[config.mk]
export PLATFORM = sky130hd
export DESIGN_NAME = spi_cdiv
export DESIGN_NICKNAME = d
export VERILOG_FILES = /design/src/rtl/spi_cdiv_pkg.sv /design/src/rtl/spi_cdiv_cfg.sv /design/src/rtl/spi_cdiv_law.sv /design/src/rtl/spi_cdiv_fsm.sv /design/src/rtl/spi_cdiv.sv
export SDC_FILE = /design/constraint.sdc
export NUM_CORES = 1
export LEC_CHECK = 0
export BUFFER_PORTS_ARGS = -buffer_cell sky130_fd_sc_hd__buf_2
export CAP_MARGIN = 20
export CORE_MARGIN = 2
export CORE_UTILIZATION = 55
export DETAILED_ROUTE_END_ITERATION = 16
export PLACE_DENSITY = 0.85
export SYNTH_ARGS = -nofsm -noshare
export SYNTH_HDL_FRONTEND = slang
export SYNTH_SLANG_ARGS = --single-unit
[constraint.sdc]
create_clock -name clk -period 3.2 [get_ports clk]
set_input_delay 0.48 -clock clk [delete_from_list [all_inputs] [get_ports clk]]
set_output_delay 0.48 -clock clk [all_outputs]
set_load 0.05 [all_outputs]
[src/rtl/spi_cdiv_pkg.sv]
package spi_cdiv_pkg;

    // Phase state: idle/running crossed with the serial level
    typedef enum logic [1:0] {
        PH_IDLE_LO = 2'b00,
        PH_IDLE_HI = 2'b01,
        PH_RUN_LO  = 2'b10,
        PH_RUN_HI  = 2'b11
    } phase_e;

    // Division law selected by the top bit of the configuration word
    typedef enum logic {
        LAW_POW2 = 1'b0,
        LAW_LIN  = 1'b1
    } law_e;

endpackage

[src/rtl/spi_cdiv_cfg.sv]
module spi_cdiv_cfg #(
    parameter int LIN_W = 8,
    parameter int POW_W = 4,
    localparam int CFG_W = LIN_W + POW_W + 1
) (
    input  logic             clk,
    input  logic             rst_n,
    input  logic             we,
    input  logic [CFG_W-1:0] wdata,
    input  logic             apply_ok,
    output logic [CFG_W-1:0] eff_cfg,
    output logic             apply
);

    logic [CFG_W-1:0] shadow_q;
    logic [CFG_W-1:0] active_q;
    logic             pend_q;

    assign apply   = pend_q && apply_ok;
    assign eff_cfg = apply ? shadow_q : active_q;

    always_ff @(posedge clk or negedge rst_n) begin
        if (!rst_n) begin
            shadow_q <= '0;
            active_q <= '0;
            pend_q   <= 1'b0;
        end else begin
            if (we) begin
                shadow_q <= wdata;
            end
            if (apply) begin
                active_q <= shadow_q;
            end
            if (we) begin
                pend_q <= 1'b1;
            end else if (apply) begin
                pend_q <= 1'b0;
            end
        end
    end

endmodule

[src/rtl/spi_cdiv_law.sv]
module spi_cdiv_law
    import spi_cdiv_pkg::*;
#(
    parameter int LIN_W = 8,
    parameter int POW_W = 4,
    localparam int CFG_W = LIN_W + POW_W + 1,
    localparam int PMAX  = (1 << POW_W) - 1,
    localparam int CNT_W = (LIN_W > PMAX) ? LIN_W : PMAX
) (
    input  logic [CFG_W-1:0] cfg,
    output logic [CNT_W-1:0] half_m1
);

    law_e             law;
    logic [LIN_W-1:0] lin_n;
    logic [POW_W-1:0] pow_n;
    logic [CNT_W-1:0] lin_half;
    logic [CNT_W-1:0] pow_half;

    assign law   = law_e'(cfg[CFG_W-1]);
    assign lin_n = cfg[LIN_W-1:0];
    assign pow_n = cfg[LIN_W+POW_W-1:LIN_W];

    // Linear: half-period n+1 cycles, so reload n
    assign lin_half = CNT_W'(lin_n);

    // Power of two: half-period 2^(n-1), field 0 folds onto field 1
    always_comb begin
        if (pow_n == '0) begin
            pow_half = '0;
        end else begin
            pow_half = (CNT_W'(1) << (pow_n - POW_W'(1))) - CNT_W'(1);
        end
    end

    always_comb begin
        unique case (law)
            LAW_LIN:  half_m1 = lin_half;
            LAW_POW2: half_m1 = pow_half;
            default:  half_m1 = '0;
        endcase
    end

endmodule

[src/rtl/spi_cdiv_fsm.sv]
module spi_cdiv_fsm
    import spi_cdiv_pkg::*;
#(
    parameter int CNT_W = 15
) (
    input  logic             clk,
    input  logic             rst_n,
    input  logic             run,
    input  logic             idle_load,
    input  logic [CNT_W-1:0] reload,
    output logic             sclk,
    output logic             tick,
    output logic             rise,
    output logic             fall
);

    phase_e           state_q;
    phase_e           state_d;
    logic [CNT_W-1:0] cnt_q;
    logic             zero;

    assign zero = (cnt_q == '0);

    // next-state selection
    always_comb begin
        state_d = state_q;
        unique case (state_q)
            PH_IDLE_LO, PH_RUN_LO: begin
                if (!run)      state_d = PH_IDLE_LO;   // park
                else if (zero) state_d = PH_RUN_HI;    // flip
                else           state_d = PH_RUN_LO;    // hold
            end
            PH_IDLE_HI, PH_RUN_HI: begin
                if (!run)      state_d = PH_IDLE_HI;   // park
                else if (zero) state_d = PH_RUN_LO;    // flip
                else           state_d = PH_RUN_HI;    // hold
            end
            default: state_d = PH_IDLE_LO;
        endcase
    end

    // state register
    always_ff @(posedge clk or negedge rst_n) begin
        if (!rst_n) begin
            state_q <= PH_IDLE_LO;
        end else begin
            state_q <= state_d;
        end
    end

    // half-period counter
    always_ff @(posedge clk or negedge rst_n) begin
        if (!rst_n) begin
            cnt_q <= '0;
        end else if (run) begin
            cnt_q <= zero ? reload : (cnt_q - CNT_W'(1));
        end else if (idle_load) begin
            cnt_q <= reload;
        end
    end

    // outputs
    always_comb begin
        tick = run && zero;
        unique case (state_q)
            PH_IDLE_LO, PH_RUN_LO: begin
                sclk = 1'b0;
                rise = tick;
                fall = 1'b0;
            end
            PH_IDLE_HI, PH_RUN_HI: begin
                sclk = 1'b1;
                rise = 1'b0;
                fall = tick;
            end
            default: begin
                sclk = 1'b0;
                rise = 1'b0;
                fall = 1'b0;
            end
        endcase
    end

endmodule

[src/rtl/spi_cdiv.sv]
module spi_cdiv #(
    parameter int LIN_W = 8,
    parameter int POW_W = 4,
    localparam int CFG_W = LIN_W + POW_W + 1,
    localparam int PMAX  = (1 << POW_W) - 1,
    localparam int CNT_W = (LIN_W > PMAX) ? LIN_W : PMAX
) (
    input  logic             clk,
    input  logic             rst_n,
    input  logic             cfg_we,
    input  logic [CFG_W-1:0] cfg_wdata,
    input  logic             run,
    output logic             sclk,
    output logic             sclk_en,
    output logic             rise_stb,
    output logic             fall_stb
);

    logic [CFG_W-1:0] eff_cfg;
    logic             apply;
    logic [CNT_W-1:0] half_m1;
    logic             tick;

    spi_cdiv_cfg #(.LIN_W(LIN_W), .POW_W(POW_W)) u_cfg (
        .clk      (clk),
        .rst_n    (rst_n),
        .we       (cfg_we),
        .wdata    (cfg_wdata),
        .apply_ok (!run || tick),
        .eff_cfg  (eff_cfg),
        .apply    (apply)
    );

    spi_cdiv_law #(.LIN_W(LIN_W), .POW_W(POW_W)) u_law (
        .cfg     (eff_cfg),
        .half_m1 (half_m1)
    );

    spi_cdiv_fsm #(.CNT_W(CNT_W)) u_fsm (
        .clk       (clk),
        .rst_n     (rst_n),
        .run       (run),
        .idle_load (apply && !run),
        .reload    (half_m1),
        .sclk      (sclk),
        .tick      (tick),
        .rise      (rise_stb),
        .fall      (fall_stb)
    );

    assign sclk_en = tick;

endmodule

==> results.md <==
- Total of max-cap violations: 0
- Grt ovf: 0
- Crit Path Max Fanout: 15
- Tmin final: 3.009 ns
- DRT Pass-1 Iters: 5
- Worst EP required: 3.42 ns
- HP Start: cfg_wdata[5]
- CTS root buf: clkbuf_8
- Clock sinks: 43
- Leakage: 1.394 nW
- Fmax: 332.3 MHz
- Reg2reg start: u_fsm.cnt_q[0]
- Post-place setup slack: 0.3120 ns
- Die area: 6198 sq um
- Worst-Margin Slew: 0.6589 ns
- CP endpoint kind: register
- Final Cell Area: 3328 sq um
- VDD IR max: 0.3129 mV
- I/O pins: 21
- WL per Instance: 17.86 microns
- Fin crit share: 94.03%
- Post-Place Cell Area: 3209 sq um
- DRT Wirelength: 8018 microns
- Unique cell type count in the Yosys netlist: 63
- Die Width: 78.73 microns
- I/O Buffers: 20
- Diode count: 0
- FFs w/ async S/R, synth: 100.0%
- Largest net degree at the start of global routing: 44
- Critical Path AT: 3.23 ns
- Die Y: 78.73 microns
- Layout fillers: 473
- Syn Inst Count: 370
- Multi-input logic area: 1819 sq um
- Outcome: finished clean
- HPWL after detailed placement: 5672 microns
- Commonest non-fill, non-tap cell in the layout: nand2_1
- Vias in the first global route: 2683
- Initial Utilization: 56.48%
- FF+latch area: 1076 sq um
- Final hold slack: 0.3770 ns
- Crit path cell chain: inv_1, ha_1, nor4b_2, a41o_1, o31a_1, ha_1, buf_4, nand2_1, o311ai_0, o311ai_0, a31oi_1
- Vias per cell: 6.465
- Synth Flop Type: dfrtp_1
- Post-route insts no fill: 449
- Syn nets: 389
- Fin. max-slew vios: 0
- RSZ-0062 raised after global routing: no
- Clock Path Buffers: 2
- H-tree levels: 2
- Synth top area cells: dfrtp_1 (35%), nand2_1 (6.4%), mux2_2 (4.8%), o21ai_0 (4.1%), a21oi_1 (3.4%)
- Slew margin rel.: 55.67%
- Post-CTS Resized: 0
- Num CTS Buffers: 5
- Final nets: 395
- Register bit total from synthesis: 43
- GP Congestion: 0.9160
- Detailed-route via count: 2903
- DRC violations left: 0
- Post-synth EDFFs: 0
- First-pass GRT wire length: 13230 microns
- Std-Cell Rows: 27
- Clock skew: 0.008891 ns
- Worst-path clk slew: 0.09 ns
- Pwr/cell area: 550.9 nW/um^2
- Clk Latency, worst-skew pair: 0.30 ns
- Type of origin of the critical path: register
- Antenna-violating nets left: 0
- Most frequent cells in the layout: nand2_1 (52), dfrtp_1 (43), nor2_1 (26)
- TritonCTS clock tree: yes
- Post-Syn Area: 3072 sq um
- Placed cell count: 439
- Crit path buffers/inverters: 2
- Area Overhead vs Synth: 8.350%
- Setup bufs post-CTS: 0
- Top cell type's share of synthesized area: 35.03%
- Core box area: 5439 sq um
- Post-Syn Area per Cell: 8.302 sq um
- Worst hold path class: input port to register
- Cell taking the most area after synthesis: dfrtp_1
- Crit-path leading delay family: compound AO/OA/AOI/OAI gates
- Initial DRC Count: 291
- Fin. Hold Viols: 0
- WS Path Type: register to register
- Sequential fraction of the synthesis area: 35.03%
- Setup violators final: 0
- Share of cells above drive strength 1: 19.36%
- Total GRT Usage: 27.00%
- CP Launch Point: u_fsm.cnt_q[0]
- Final WS setup: 0.1911 ns
- Crit-path slowest cell: a41o_1
- Initial antenna violation count: 0
- Final TNS setup: 0 ns
- CP peak stage delay: 0.44 ns
- Synth warn: 0
[worst min-delay path, stage by stage]
cell and delay [ns]:
buf_2 0.07, nand2_1 0.04, o21ai_0 0.05
[final cells by class]
type                            instances  area share (%)
Multi-Input combinational cell        282           54.66
Sequential cell                        43           32.33
Timing Repair Buffer                   33           6.391
Tap cell                               72           2.707
Clock buffer                            5           2.068
Inverter                               11           1.241
Clock inverter                          3          0.6015
[flip-flops by register name (all words and copies together), names as in the netlist]
signal and cells:
u_cfg.shadow_q 13, u_fsm.state_q 1, u_cfg.active_q 13, u_cfg.pend_q 1
u_fsm.cnt_q 15
[path summary, 6_finish.rpt]
path,to,slack [ns],cells after the start
setup reg to reg,u_fsm.cnt_q[6],0.19,11
setup / recovery,u_fsm.cnt_q[6],0.19,11
min in group asynchronous,u_fsm.cnt_q[11],0.50,2
hold / removal,u_cfg.shadow_q[5],0.38,3
max in group asynchronous,u_cfg.active_q[9],2.26,3
hold reg to reg,u_cfg.active_q[1],0.48,2
[where the power goes]
part / leakage [nW] / switching [mW] / internal [mW]
logic: 0.828 / 0.398 / 0.281
clock network: 0.0402 / 0.198 / 0.152
registers: 0.526 / 0.161 / 0.644
[cells in the mapped netlist (all sizes together), types with 2 or more instances]
| cell type | instances |
|---|---|
| a211o | 2 |
| o221ai | 4 |
| a211oi | 3 |
| o41ai | 2 |
| nand2 | 52 |
| nand3 | 7 |
| nor4 | 9 |
| a221oi | 5 |
| o21ai | 27 |
| nand4b | 3 |
| nor3b | 6 |
| nor2b | 5 |
| xor2 | 2 |
| a21o | 2 |
| or2 | 5 |
| ha | 2 |
| xnor2 | 2 |
| nor3 | 15 |
| buf | 12 |
| mux2 | 13 |
| nand2b | 10 |
| o22ai | 3 |
| clkbuf | 22 |
| dfrtp | 43 |
| mux2i | 8 |
| inv | 11 |
| nor2 | 27 |
| or4 | 4 |
| o311ai | 5 |
| a31oi | 11 |
| o21a | 3 |
| and3 | 2 |
| nor4b | 4 |
| o31a | 3 |
| a21oi | 22 |
[metrics by stage]
step,utilization [%],power [mW]
floorplan,-,1.293
global placement,59.01,1.443
detailed placement,59.01,1.469
CTS,60.64,1.816
global route,61.19,1.942
finish,61.19,1.833
[per-layer routing]
metal	share of wire, %	GRT usage (%)
met3	7.3	3.864
met4	2.4	8.246
met1	44	37.90
met5	0	0
met2	46	43.50
[kinds of logic (layout without fill, tap and decap cells)]
logic type	Yosys count	after routing	synth area share, %
fa+ha+maj	2	2	0.8145
simple gates	156	156	27.41
compound gates	99	99	21.87
mux	21	21	7.373
buf+inv	45	52	6.354
xor+xnor	4	4	1.141
flops	43	43	35.03
[what timing repair did]
| item | CTS | global route |
|---|---|---|
| hold buffers | 0 | 1 |
| setup endpoints to repair | 0 | 0 |
| hold endpoints to repair | 0 | 3 |
Power figures use the tool's default switching activity.
